**src/rtl/trim_pkg.sv**
```systemverilog
package trim_pkg;
  localparam int ADDR_OFFSET = 0;
  localparam int ADDR_GAIN   = 1;
  localparam int NUM_TRIMS   = 2;
endpackage

```
**src/rtl/trim_regs.sv**
```systemverilog
module trim_regs #(
  parameter int CODE_W = 14,
  parameter int REG_W  = 16,
  parameter int ADDR_W = 2
) (
  input  logic              clk,
  input  logic              rst,
  input  logic              wr_en,
  input  logic [ADDR_W-1:0] wr_addr,
  input  logic [REG_W-1:0]  wr_data,
  input  logic [ADDR_W-1:0] rd_addr,
  output logic [REG_W-1:0]  rd_data,
  output logic [CODE_W-1:0] off_code,
  output logic [CODE_W-1:0] gain_code
);
  import trim_pkg::*;
  localparam logic [CODE_W-1:0] MID = CODE_W'(1) << (CODE_W - 1);
  localparam int PAD_W = REG_W - CODE_W;

  logic [CODE_W-1:0] code_q [NUM_TRIMS];
  logic unused_hi_bits;
  assign unused_hi_bits = ^wr_data[REG_W-1:CODE_W];

  for (genvar i = 0; i < NUM_TRIMS; i++) begin : g_trim
    always_ff @(posedge clk) begin
      if (rst)
        code_q[i] <= MID;
      else if (wr_en && wr_addr == ADDR_W'(i))
        code_q[i] <= wr_data[CODE_W-1:0];
    end
  end

  always_ff @(posedge clk) begin
    if (rst)
      rd_data <= '0;
    else if (rd_addr < ADDR_W'(NUM_TRIMS))
      rd_data <= {{PAD_W{1'b0}}, code_q[rd_addr]};
    else
      rd_data <= '0;
  end

  assign off_code  = code_q[ADDR_OFFSET];
  assign gain_code = code_q[ADDR_GAIN];
endmodule

```
**src/rtl/trim_offset_stage.sv**
```systemverilog
module trim_offset_stage #(
  parameter int SAMPLE_W = 12,
  parameter int CODE_W   = 14
) (
  input  logic                  clk,
  input  logic                  rst,
  input  logic                  in_valid,
  input  logic [SAMPLE_W-1:0]   in_data,
  input  logic [CODE_W-1:0]     off_code,
  output logic                  mid_valid,
  output logic [SAMPLE_W+1:0]   mid_data
);
  localparam int ACC_W = SAMPLE_W + CODE_W + 10;
  localparam int S1_W  = SAMPLE_W + 2;
  localparam longint MID  = longint'(1) << (CODE_W - 1);
  localparam longint FS   = (longint'(1) << SAMPLE_W) - 1;
  localparam int SH       = CODE_W + 1;          // step divisor = 5 << SH
  localparam longint BIAS = FS / 16 + 4;
  localparam logic [ACC_W-1:0] K_ADD = ACC_W'(BIAS * 20 * MID + 10 * MID);
  localparam logic [ACC_W-1:0] FIVE  = ACC_W'(5);

  logic [ACC_W-1:0] delta, num, quo, off, sum;

  always_comb begin
    delta = ACC_W'(off_code) - ACC_W'(MID);
    num   = delta * ACC_W'(FS) + K_ADD;
    quo   = (num >> SH) / FIVE;
    off   = quo - ACC_W'(BIAS);
    sum   = ACC_W'(in_data) + off;
  end

  always_ff @(posedge clk) begin
    if (rst) begin
      mid_valid <= 1'b0;
      mid_data  <= '0;
    end else begin
      mid_valid <= in_valid;
      if (in_valid)
        mid_data <= sum[S1_W-1:0];
    end
  end
endmodule

```
**src/rtl/trim_gain_stage.sv**
```systemverilog
module trim_gain_stage #(
  parameter int SAMPLE_W = 12,
  parameter int CODE_W   = 14
) (
  input  logic                  clk,
  input  logic                  rst,
  input  logic                  mid_valid,
  input  logic [SAMPLE_W+1:0]   mid_data,
  input  logic [CODE_W-1:0]     gain_code,
  output logic                  out_valid,
  output logic [SAMPLE_W-1:0]   out_data
);
  localparam int ACC_W = SAMPLE_W + CODE_W + 10;
  localparam int S1_W  = SAMPLE_W + 2;
  localparam longint MID  = longint'(1) << (CODE_W - 1);
  localparam longint FS   = (longint'(1) << SAMPLE_W) - 1;
  localparam int SH       = CODE_W + 2;          // unity divisor = 5 << SH
  localparam longint BIAS = FS / 16 + 4;
  localparam logic [ACC_W-1:0] UNITY = ACC_W'(40 * MID);
  localparam logic [ACC_W-1:0] K_ADD = ACC_W'(BIAS * 40 * MID + 20 * MID);
  localparam logic [ACC_W-1:0] FIVE  = ACC_W'(5);
  localparam logic [ACC_W-1:0] TOP   = ACC_W'(FS);

  logic [ACC_W-1:0] v_ext, factor, num, quo, res;
  logic [SAMPLE_W-1:0] clamped;

  always_comb begin
    v_ext  = {{(ACC_W-S1_W){mid_data[S1_W-1]}}, mid_data};
    factor = UNITY + ACC_W'(gain_code) - ACC_W'(MID);
    num    = v_ext * factor + K_ADD;
    quo    = (num >> SH) / FIVE;
    res    = quo - ACC_W'(BIAS);
    if (res[ACC_W-1])
      clamped = '0;
    else if (res > TOP)
      clamped = TOP[SAMPLE_W-1:0];
    else
      clamped = res[SAMPLE_W-1:0];
  end

  always_ff @(posedge clk) begin
    if (rst) begin
      out_valid <= 1'b0;
      out_data  <= '0;
    end else begin
      out_valid <= mid_valid;
      if (mid_valid)
        out_data <= clamped;
    end
  end
endmodule

```
**src/rtl/trim_unit.sv**
```systemverilog
module trim_unit #(
  parameter int SAMPLE_W = 12,
  parameter int CODE_W   = 14,
  parameter int REG_W    = 16,
  parameter int ADDR_W   = 2
) (
  input  logic                clk,
  input  logic                rst,
  input  logic                wr_en,
  input  logic [ADDR_W-1:0]   wr_addr,
  input  logic [REG_W-1:0]    wr_data,
  input  logic [ADDR_W-1:0]   rd_addr,
  output logic [REG_W-1:0]    rd_data,
  input  logic                in_valid,
  input  logic [SAMPLE_W-1:0] in_data,
  output logic                out_valid,
  output logic [SAMPLE_W-1:0] out_data
);
  logic [CODE_W-1:0]   off_code, gain_code;
  logic                mid_valid;
  logic [SAMPLE_W+1:0] mid_data;

  trim_regs #(.CODE_W(CODE_W), .REG_W(REG_W), .ADDR_W(ADDR_W)) u_regs (
    .clk(clk), .rst(rst), .wr_en(wr_en), .wr_addr(wr_addr), .wr_data(wr_data),
    .rd_addr(rd_addr), .rd_data(rd_data), .off_code(off_code), .gain_code(gain_code)
  );

  trim_offset_stage #(.SAMPLE_W(SAMPLE_W), .CODE_W(CODE_W)) u_off (
    .clk(clk), .rst(rst), .in_valid(in_valid), .in_data(in_data),
    .off_code(off_code), .mid_valid(mid_valid), .mid_data(mid_data)
  );

  trim_gain_stage #(.SAMPLE_W(SAMPLE_W), .CODE_W(CODE_W)) u_gain (
    .clk(clk), .rst(rst), .mid_valid(mid_valid), .mid_data(mid_data),
    .gain_code(gain_code), .out_valid(out_valid), .out_data(out_data)
  );
endmodule

```
**config.mk**
```make
export PLATFORM = sky130hd
export DESIGN_NAME = trim_unit
export DESIGN_NICKNAME = d
export VERILOG_FILES = /design/src/rtl/trim_pkg.sv /design/src/rtl/trim_regs.sv /design/src/rtl/trim_offset_stage.sv /design/src/rtl/trim_gain_stage.sv /design/src/rtl/trim_unit.sv
export SDC_FILE = /design/constraint.sdc
export NUM_CORES = 1
export LEC_CHECK = 0
export BUFFER_PORTS_ARGS = -buffer_cell sky130_fd_sc_hd__buf_2
export CAP_MARGIN = 5
export CORE_UTILIZATION = 40
export CTS_CLUSTER_DIAMETER = 150
export DETAILED_ROUTE_END_ITERATION = 10
export SYNTH_ARGS = -nofsm -noshare
export SYNTH_HDL_FRONTEND = slang
export SYNTH_SLANG_ARGS = --single-unit
```
**constraint.sdc**
```tcl
create_clock -name clk -period 12.6 [get_ports clk]
set_clock_uncertainty 0.05 [all_clocks]
set_input_delay 0.63 -clock clk [delete_from_list [all_inputs] [get_ports clk]]
set_output_delay 0.63 -clock clk [all_outputs]
set_load 0.02 [all_outputs]
```
==> summary.txt <==
Timing
  • Final Hold Violating Endpoints: 0
  • Crit path time final: 12.46 ns
  • Setup TNS: 0 ns
  • Final Slew Violations: 0
  • Fin crit share: 98.90%
  • Finish-stage setup viols: 0
  • Hold WS: 0.4244 ns
  • Fmax: 80.24 MHz
  • Slew headroom: 27.98%
  • Unrepaired setup endpoints after global routing: true
  • Worst slew pin tran: 1.077 ns
  • Setup WS post-layout: 0.1381 ns

Setup path
  • CP Max Fanout: 7
  • Critical Path RT: 12.80 ns
  • Startpoint types: flip-flop
  • Largest delay contributor family on the critical path: compound AO/OA/AOI/OAI gates
  • Kind of critical path: flip-flop to flip-flop
  • Most common cell on crit path: buf_4
  • Worst stage delay on the critical path: 0.55 ns
  • Critical path buffers and inverters: 14
  • Critical Path AT: 12.66 ns
  • Slowest library cell on the worst path: fa_1
  • Setup crit end kind: flip-flop

Route
  • Pre-Repair DR Iteration Count: 5
  • Number of DRC markers in iteration 0: 1162
  • Routed wire length: 61180 um
  • DRT antenna net count: 0
  • Via/cell ratio: 5.446
  • Vias post-DR: 19280
  • Drt drc: 0
  • Post-DR wirelength/cell: 17.28 um

Clock tree
  • Clock buffer depth: 2
  • CTS tree: built
  • H-Tree Level Count: 3
  • Clock root cell: clkbuf_16
  • CTS Buf Count: 9
  • Cts hold-fix bufs: 0
  • Worst-path clk slew: 0.07 ns
  • Clk Latency, worst-skew pair: 0.37 ns
  • CTS sink cnt: 70

Synthesis
  • Distinct cells, synth: 116
  • Top cell type's share of synthesized area: 27.32%
  • Most area-consuming cells after synthesis: fa_1 27%, ha_1 13%, inv_1 6.8%, and2_1 4.3%, dfxtp_1 4.0%
  • Post-synthesis sequential area ratio: 8.053%
  • Yosys warns: 0
  • Largest area contributor in the netlist: fa_1
  • Primary FF master, synth: dfxtp_1
  • Gate Count Post-Synth: 2455
  • Mapped cell area: 20880 um^2
  • Number of enable flip-flop cells after synthesis: 28
  • Syn Area/Cell: 8.506 um^2
  • Ys async rst share: 0%
  • Synth Register Bits: 70

Cells and area
  • Area of the multi-input gates: 18200 um^2
  • Layout cell share with drive strength beyond 1: 25.57%
  • Final Util: 50.84%
  • Layout Area Growth over Synthesis: 25.15%
  • Total Nets Final: 3397
  • Storage element area: 1693 um^2
  • Fillers: 4852

Placement
  • Place WS: -0.4268 ns
  • Post-DP HPWL: 50440 um
  • Port buffer count: 60
  • GPL Wtd Cong: 0.9119

Global route
  • Overflow after GRT: 0
  • Vias in the first global route: 19340
  • All-Layer GR Usage: 22.99%
  • Initial antenna violation count: 0
  • First-pass GRT wire length: 99200 um
  • Largest net degree at the start of global routing: 28

Flow run
  • Max Cap Viol: 0

Floorplan
  • Std cell rows: 83
  • Initial Util: 40.62%
  • Chip width: 230.5 um
  • Core area: 51410 um^2
  • Die area: 53120 um^2
  • Io pins: 65
  • Die height: 230.5 um

Status
  • Status: completed

Min path
  • Hold WC Path Type: flip-flop to flip-flop
[synth_stat cells (all sizes together), types with 25 or more instances]
cell type  number
inv           379
fa            285
ha            222
nand2         190
nor2          152
and2          144
a21oi         121
o21ai          90
clkbuf         64
xnor2          53
nand3          51
buf            44
nor3           43
dfxtp          42
mux2i          36
nand4          32
o211ai         29
a211oi         28
edfxtp         28
xor2           26
and3           25
nand2b         25
[tightest hold or removal path: cells and delay by family (launching register included)]
kind	cells	cell delay [ns]
flops	1	0.31
compound gates	1	0.06
simple gates	1	0.06
[per-stage QoR]
stage | std cells | area, um^2
5_1_grt | 3539 | 26130
3_3_place_gp | 3458 | 24340
2_1_floorplan | 2460 | 20900
6_report | 3540 | 26130
3_5_place_dp | 3458 | 24340
4_1_cts | 3493 | 25120
[cell type report]
cell class | instances | share of cell area (%)
well taps | 680 | 3.256
clock inverters | 5 | 0.2442
multi-input cells | 1902 | 69.63
clock buffers | 11 | 0.9719
diodes | 1 | 0.009575
repair buffers | 490 | 13.94
inverters | 381 | 5.472
flip-flops and latches | 70 | 6.478
[logic make-up after synthesis]
logic type | count (synthesis) | synth area share, %
and+or+nand+nor | 739 | 17.99
AOI/OAI and AO/OA | 527 | 18.45
adders and majority gates | 508 | 40.68
buffers and inverters | 489 | 9.269
xor gates and xnor gates | 80 | 3.529
DFF | 70 | 8.053
muxes | 40 | 1.995
other | 2 | 0.03596
[repair_timing]
action,CTS,global route
pin swaps,26,92
buffers inserted,18,47
gates resized for setup,75,143
gates cloned,1,1
endpoints found under the setup margin,13,18
[state kept, by name (all words and copies together), names as in the netlist]
name,count
u_regs.code_q,28
u_off.mid_data,14
u_regs.rd_data,14
u_gain.out_data,12
u_gain.out_valid,1
u_off.mid_valid,1
[final timing paths]
check	cells after the start	slack, ns	startpoint	endpoint
worst max-delay path	55	0.14	u_regs.code_q[1][9]$_SDFFCE_PN0P_	u_gain.out_data[4]$_SDFFE_PP0P_
worst min-delay path	2	0.42	u_gain.out_data[11]$_SDFFE_PP0P_	u_gain.out_data[11]$_SDFFE_PP0P_
worst max register to register	55	0.14	u_regs.code_q[1][9]$_SDFFCE_PN0P_	u_gain.out_data[4]$_SDFFE_PP0P_
worst min register to register	2	0.42	u_gain.out_data[11]$_SDFFE_PP0P_	u_gain.out_data[11]$_SDFFE_PP0P_
[cells in the final DEF (no fill, tap or decap), drive strengths merged, types with 21 or more instances in the layout]
cell type    n
a211oi      28
a21o        24
a21oi      121
a31oi       21
and2       144
and3        25
buf        490
dfxtp       42
edfxtp      28
fa         285
ha         222
inv        382
mux2i       36
nand2      190
nand2b      25
nand3       51
nand4       32
nor2       152
nor3        43
nor4        22
o211ai      29
o21ai       90
o22ai       22
xnor2       53
xor2        26
[per-layer routing]
| metal | share of wire, % | global-route usage, % | vias up |
|---|---|---|---|
| li1 | - | - | 9142 |
| met1 | 46 | 32.58 | 9649 |
| met2 | 48 | 38.71 | 444 |
| met3 | 3.9 | 1.408 | 45 |
| met4 | 1.1 | 4.387 | 0 |
| met5 | 0 | 0 | - |
Power is left out: the tool's default activity adds up to more than one toggle a clock period on the data nets, which glitch-free logic cannot reach.
